File: config.mk
export PLATFORM = sky130hd
export DESIGN_NAME = irq_pending_gate
export DESIGN_NICKNAME = d
export VERILOG_FILES = /design/src/rtl/irq_pkg.sv /design/src/rtl/irq_line_decode.sv /design/src/rtl/irq_timer_match.sv /design/src/rtl/irq_pending_reg.sv /design/src/rtl/irq_gate.sv /design/src/rtl/irq_pending_gate.sv
export SDC_FILE = /design/constraint.sdc
export NUM_CORES = 1
export LEC_CHECK = 0
export ABC_AREA = 1
export BUFFER_PORTS_ARGS = -buffer_cell sky130_fd_sc_hd__buf_2
export CAP_MARGIN = 20
export CORE_MARGIN = 2
export CORE_UTILIZATION = 30
export DETAILED_ROUTE_END_ITERATION = 8
export HOLD_SLACK_MARGIN = 0.15
export SYNTH_ARGS = -nofsm -noshare
export SYNTH_HDL_FRONTEND = slang
export SYNTH_SLANG_ARGS = --single-unit
File: constraint.sdc
create_clock -name clk -period 1.25 [get_ports clk]
set_input_delay 0.0625 -clock clk [delete_from_list [all_inputs] [get_ports clk]]
set_output_delay 0.0625 -clock clk [all_outputs]
set_load 0.1 [all_outputs]
File: src/rtl/irq_pkg.sv
// Package: shared types for the interrupt pending and gating unit.
// Assumes: nothing beyond IEEE 1800-2017.
package irq_pkg;
    // Fields of the thread status word that gate interrupt delivery.
    typedef struct packed {
        logic gie;
        logic err_lvl;
        logic exc_lvl;
    } irq_status_t;
endpackage

File: src/rtl/irq_line_decode.sv
// Module: irq_line_decode
// Turns a line-number request into a one-hot bit vector.
// Flags an out-of-range line instead of decoding it.
// Assumes: IDX_W bits can hold values at and above LINES.
module irq_line_decode #(
    parameter int unsigned LINES = 8,
    parameter int unsigned IDX_W = 4
) (
    input  logic             req,
    input  logic [IDX_W-1:0] line,
    output logic [LINES-1:0] hot,
    output logic             bad
);
    // One comparator per line; out-of-range numbers match none of them.
    for (genvar i = 0; i < LINES; i++) begin : g_dec
        assign hot[i] = req && (line == IDX_W'(i));
    end

    // Illegal line detection.
    always_comb begin
        bad = req && (32'(line) >= 32'(LINES));
    end
endmodule

File: src/rtl/irq_timer_match.sv
// Module: irq_timer_match
// Compares timer count against compare value.
// On a match with a nonzero count, drives a one-hot set vector for the selected line.
// Assumes: sel is always below LINES (LINES a power of two).
module irq_timer_match #(
    parameter int unsigned CNT_W = 32,
    parameter int unsigned LINES = 8,
    parameter int unsigned SEL_W = 3
) (
    input  logic [CNT_W-1:0] count,
    input  logic [CNT_W-1:0] compare,
    input  logic [SEL_W-1:0] sel,
    output logic             hit,
    output logic [LINES-1:0] set_vec
);
    // Match qualifier: equality with a nonzero count.
    always_comb begin
        hit = (count == compare) && (count != '0);
    end

    // Route the match to the chosen line.
    for (genvar i = 0; i < LINES; i++) begin : g_route
        assign set_vec[i] = hit && (sel == SEL_W'(i));
    end
endmodule

File: src/rtl/irq_pending_reg.sv
// Module: irq_pending_reg
// Holds the pending vector.
// Within a cycle, clears are applied first and sets last, so sets win.
// Assumes: set and clear vectors are already legal one-hot or zero.
module irq_pending_reg #(
    parameter int unsigned LINES = 8
) (
    input  logic             clk,
    input  logic             rst_n,
    input  logic [LINES-1:0] clr_vec,
    input  logic             clr_all,
    input  logic [LINES-1:0] set_vec,
    output logic [LINES-1:0] pend_q,
    output logic [LINES-1:0] pend_d
);
    // Next-state: drop cleared bits, then OR in every set source.
    always_comb begin
        pend_d = clr_all ? '0 : (pend_q & ~clr_vec);
        pend_d = pend_d | set_vec;
    end

    // State register with synchronous reset.
    always_ff @(posedge clk) begin
        if (!rst_n) pend_q <= '0;
        else        pend_q <= pend_d;
    end
endmodule

File: src/rtl/irq_gate.sv
// Module: irq_gate
// Registers the interrupt request from the status fields and the unmasked next-state pending bits.
// Assumes: pend_next is the value the pending register loads at this edge.
module irq_gate
    import irq_pkg::*;
#(
    parameter int unsigned LINES = 8
) (
    input  logic             clk,
    input  logic             rst_n,
    input  irq_status_t      status,
    input  logic [LINES-1:0] mask,
    input  logic [LINES-1:0] pend_next,
    output logic             irq_q
);
    logic open_w;

    // Delivery window: enabled and at neither error nor exception level.
    always_comb begin
        open_w = status.gie && !status.err_lvl && !status.exc_lvl;
    end

    // Request register.
    always_ff @(posedge clk) begin
        if (!rst_n) irq_q <= 1'b0;
        else        irq_q <= open_w && ((mask & pend_next) != '0);
    end
endmodule

File: src/rtl/irq_pending_gate.sv
// Module: irq_pending_gate (top)
// Interrupt pending state and request gating for one thread.
// Assumes: LINES is a power of two, and LINE_W is wide enough to carry out-of-range numbers.
module irq_pending_gate
    import irq_pkg::*;
#(
    parameter int unsigned LINES  = 8,
    parameter int unsigned LINE_W = 4,
    parameter int unsigned CNT_W  = 32,
    localparam int unsigned SEL_W = $clog2(LINES)
) (
    input  logic              clk,
    input  logic              rst_n,
    input  logic              post_vld,
    input  logic [LINE_W-1:0] post_line,
    input  logic              clr_vld,
    input  logic [LINE_W-1:0] clr_line,
    input  logic              clr_all,
    input  logic              gie,
    input  logic              err_lvl,
    input  logic              exc_lvl,
    input  logic [LINES-1:0]  mask,
    input  logic [CNT_W-1:0]  tmr_count,
    input  logic [CNT_W-1:0]  tmr_compare,
    input  logic [SEL_W-1:0]  tmr_sel,
    output logic [LINES-1:0]  pending,
    output logic              irq_req,
    output logic              any_pend,
    output logic              line_err
);
    logic [LINES-1:0] post_hot, clr_hot, tmr_hot, pend_q, pend_d;
    logic             post_bad, clr_bad, tmr_hit, err_q;
    irq_status_t      status_w;

    irq_line_decode #(.LINES(LINES), .IDX_W(LINE_W)) u_post_dec (
        .req(post_vld), .line(post_line), .hot(post_hot), .bad(post_bad));

    irq_line_decode #(.LINES(LINES), .IDX_W(LINE_W)) u_clr_dec (
        .req(clr_vld), .line(clr_line), .hot(clr_hot), .bad(clr_bad));

    irq_timer_match #(.CNT_W(CNT_W), .LINES(LINES), .SEL_W(SEL_W)) u_tmr (
        .count(tmr_count), .compare(tmr_compare), .sel(tmr_sel),
        .hit(tmr_hit), .set_vec(tmr_hot));

    irq_pending_reg #(.LINES(LINES)) u_pend (
        .clk(clk), .rst_n(rst_n), .clr_vec(clr_hot), .clr_all(clr_all),
        .set_vec(post_hot | tmr_hot), .pend_q(pend_q), .pend_d(pend_d));

    // Pack the status fields for the gate.
    always_comb begin
        status_w.gie     = gie;
        status_w.err_lvl = err_lvl;
        status_w.exc_lvl = exc_lvl;
    end

    irq_gate #(.LINES(LINES)) u_gate (
        .clk(clk), .rst_n(rst_n), .status(status_w), .mask(mask),
        .pend_next(pend_d), .irq_q(irq_req));

    // Illegal line flag, one cycle after the offending request.
    always_ff @(posedge clk) begin
        if (!rst_n) err_q <= 1'b0;
        else        err_q <= post_bad || clr_bad;
    end

    // Output assignments; any_pend includes a same-cycle timer match.
    always_comb begin
        pending  = pend_q;
        line_err = err_q;
        any_pend = (pend_q != '0) || tmr_hit;
    end
endmodule

==> results.md <==
* Post-synthesis register bit count at 10
* Final min period at roughly 1.3 ns
* Netlist cell types at 17
* Non-filler instance count after layout at between 400 and 500
* Post-synthesis mux area share at 0%
* GRT Total Usage at 17.6%
* Synthesized area at around 1400 um2
* WL per Instance at about 9.7 um
* Dpl cells at 430
* Synth Area in Compound Gates at slightly below 8%
* Highest clock rate at 772 MHz
* Total grt overflow at 0
* Ant diodes at 0
* Slew at the pin closest to its max-slew limit at about 0.49 ns
* Initial antenna violation count at 0
* Row count at 24
* PwrDens at 558 nW/um2
* Worst Path Max Fanout at 3
* Placeable Area at 4350 um2
* Final Core Density at 50.2%
* Vias in the first global route at between 1,500 and 2,000
* Placed Area at 2000 um2
* Final net count at 483
* RSZ-0062 raised after global routing: true
* CP arrival at approximately 1.2 ns
* Post-synthesis net count at 367
* Layout area overhead at 60.2%
* Simple logic cell fraction of the synthesized area at 55.0%
* IO Pins at 102
* Worst-path clk slew at roughly 0.050 ns
* Die area at 5110 um2
* Critical path required time at 1.19 ns
* PortBufs at 101
* Synth Area in XOR/XNOR at under 10%
* Initial Utilization at about a third
* Layout cells sized above 1 at roughly 34%
* Via/cell ratio at 4.40
* Adder-Cell Fraction of Synth Area at 0%
* Clock Sinks at 10
* Worst-case reg-to-reg path depth at 8
* Final Cell Area at 2190 um2
* Largest net degree at the start of global routing at 10
* CP startpoint kind: register
* Net switching power at 0.427 mW
* # H-tree levels at 1
* Pre-CTS setup slack at -0.274 ns
* Classification of the worst setup path: reg -> out
* Switching part of the total power at 35.0%
* Main combinational cell family by area after synthesis: simple AND/OR/NAND/NOR gates
* Synth warnings at 0
* Comb power frac at 43.7%
* TritonCTS clock tree: yes
* Routed WL at 4.29 mm
* Post-synthesis sequential area ratio at between 10% and 20%
* Hold crit path type: in -> reg
* Post-Syn Instances at between 200 and 300
* CTS buffer count at 3
* Number of max-cap violations at 0
* Die Wd at around 70 um
* Clk buf depth at 2
* Mean Syn Cell Area at a little under 5 um2
* Failing checks: negative setup slack
* DR iter-0 viols at 74
* Global-route wire length before repair at between 7 and 8 mm
* Root Buffer: clkbuf_8
* Setup TNS at -0.0456 ns
* Post-route ant nets at 0
* Seq pwr share at between 20% and 30%
* HPWL after DPL at between 3 and 4 mm
* Final Hold Viols at 0
* DR DRC count at 0
* PnR worst setup slack at -0.0456 ns
* Tcrit/Tclk final at 104%
* Slew Viols, Final at 0
* Lkg Pwr at between 1 and 1.5 nW
* Worst Hold Slack at 0.162 ns
* Vias at 1,950
* Clock Skews at roughly 0.0061 ns
* Clock Latency Late Sink at roughly 0.24 ns
* Total power at between 1 and 1.5 mW
* Worst VDD drop at ~270 uV
* Final setup viols at 1
* Hold depth at 5
* Outcome: finished with violations
* Height of the die at 71.5 um
* Clock network power share at 29.3%
* Gpl congestion at 0.816
* Pre-Repair DR Iteration Count at 4
* Max-slew headroom at approximately 67%
* Pint at 0.792 mW
* CP Capture Type: output pin
## state kept, by name, summed over array words and instances, names as in the netlist
name	count
line_err	1
u_gate.irq_q	1
u_pend.pend_q	8
## path summary, 6_finish.rpt
path                     from               end  slack (ns)
max          u_pend.pend_q[6]          any_pend       -0.05
min                   mask[1]      u_gate.irq_q        0.16
max reg2reg  u_pend.pend_q[7]      u_gate.irq_q        0.11
min reg2reg  u_pend.pend_q[5]  u_pend.pend_q[5]        0.64
## per-layer routing
layer	global-route usage [%]	vias up	part of all wire [%]
met5	0	-	0
met4	5.03	0	1.9
met3	3.52	9	6.9
met2	31.6	59	49
met1	21.3	801	42
li1	-	1081	-
## power by group through the flow
| stage | registers, mW | logic (mW) | clock network, mW |
|---|---|---|---|
| 2_1_floorplan | 0.378 | 0.230 | 0 |
| 3_3_place_gp | 0.334 | 0.501 | 0 |
| 3_5_place_dp | 0.335 | 0.506 | 0 |
| 4_1_cts | 0.329 | 0.529 | 0.365 |
| 5_1_grt | 0.330 | 0.602 | 0.379 |
| 6_report | 0.329 | 0.533 | 0.357 |
## layout by cell type, fill, tap and decap left out, drive strengths merged
cell type    synthesis  routed
o21ai                1       1
nand2               98      98
nor4                 2       2
buf                  0     102
a21oi               10      10
nor2                47      48
a31oi                8       8
dlygate4sd3          0       8
nand3               16      16
dfxtp               10      10
or2                  2       2
clkinv               1       1
xnor2               13      13
clkbuf               0       4
nor3                12      12
inv                 51      51
nand4                5       5
## synth_stat cells (all sizes together)
cell type	instances	area, um2
a21oi	10	50.1
a31oi	8	50.1
clkinv	1	3.75
dfxtp	10	200
inv	51	191
nand2	98	368
nand3	16	80.1
nand4	5	31.3
nor2	47	186
nor3	12	60.1
nor4	2	12.5
o21ai	1	5.00
or2	2	12.5
xnor2	13	114
## cell type report
type,instances,area [um2]
Clock buffer,4,45.0
Fill cell,487,2170
Inverter,52,195
Multi-Input combinational cell,215,1050
Sequential cell,10,213
Tap cell,52,65.1
Timing Repair Buffer,110,621
## repair_timing
item	CTS	global route
endpoints found under the hold margin	2	0
hold buffers	8	0
resized for setup	3	12
setup endpoints to repair	2	3
gates cloned	0	1
buffers inserted	0	0
pin swaps	0	8
## worst max-delay path, cell delays in order (launching register included)
cell     delay (ns)
dfxtp_2        0.34
nor4_4         0.34
nand3_4        0.12
buf_12         0.18
## cell families (layout without fill, tap and decap cells)
group           Yosys count  in the layout
flops                    10             10
buf+inv                  52            166
simple gates            182            183
xor+xnor                 13             13
compound gates           19             19
Power figures use the tool's default switching activity.
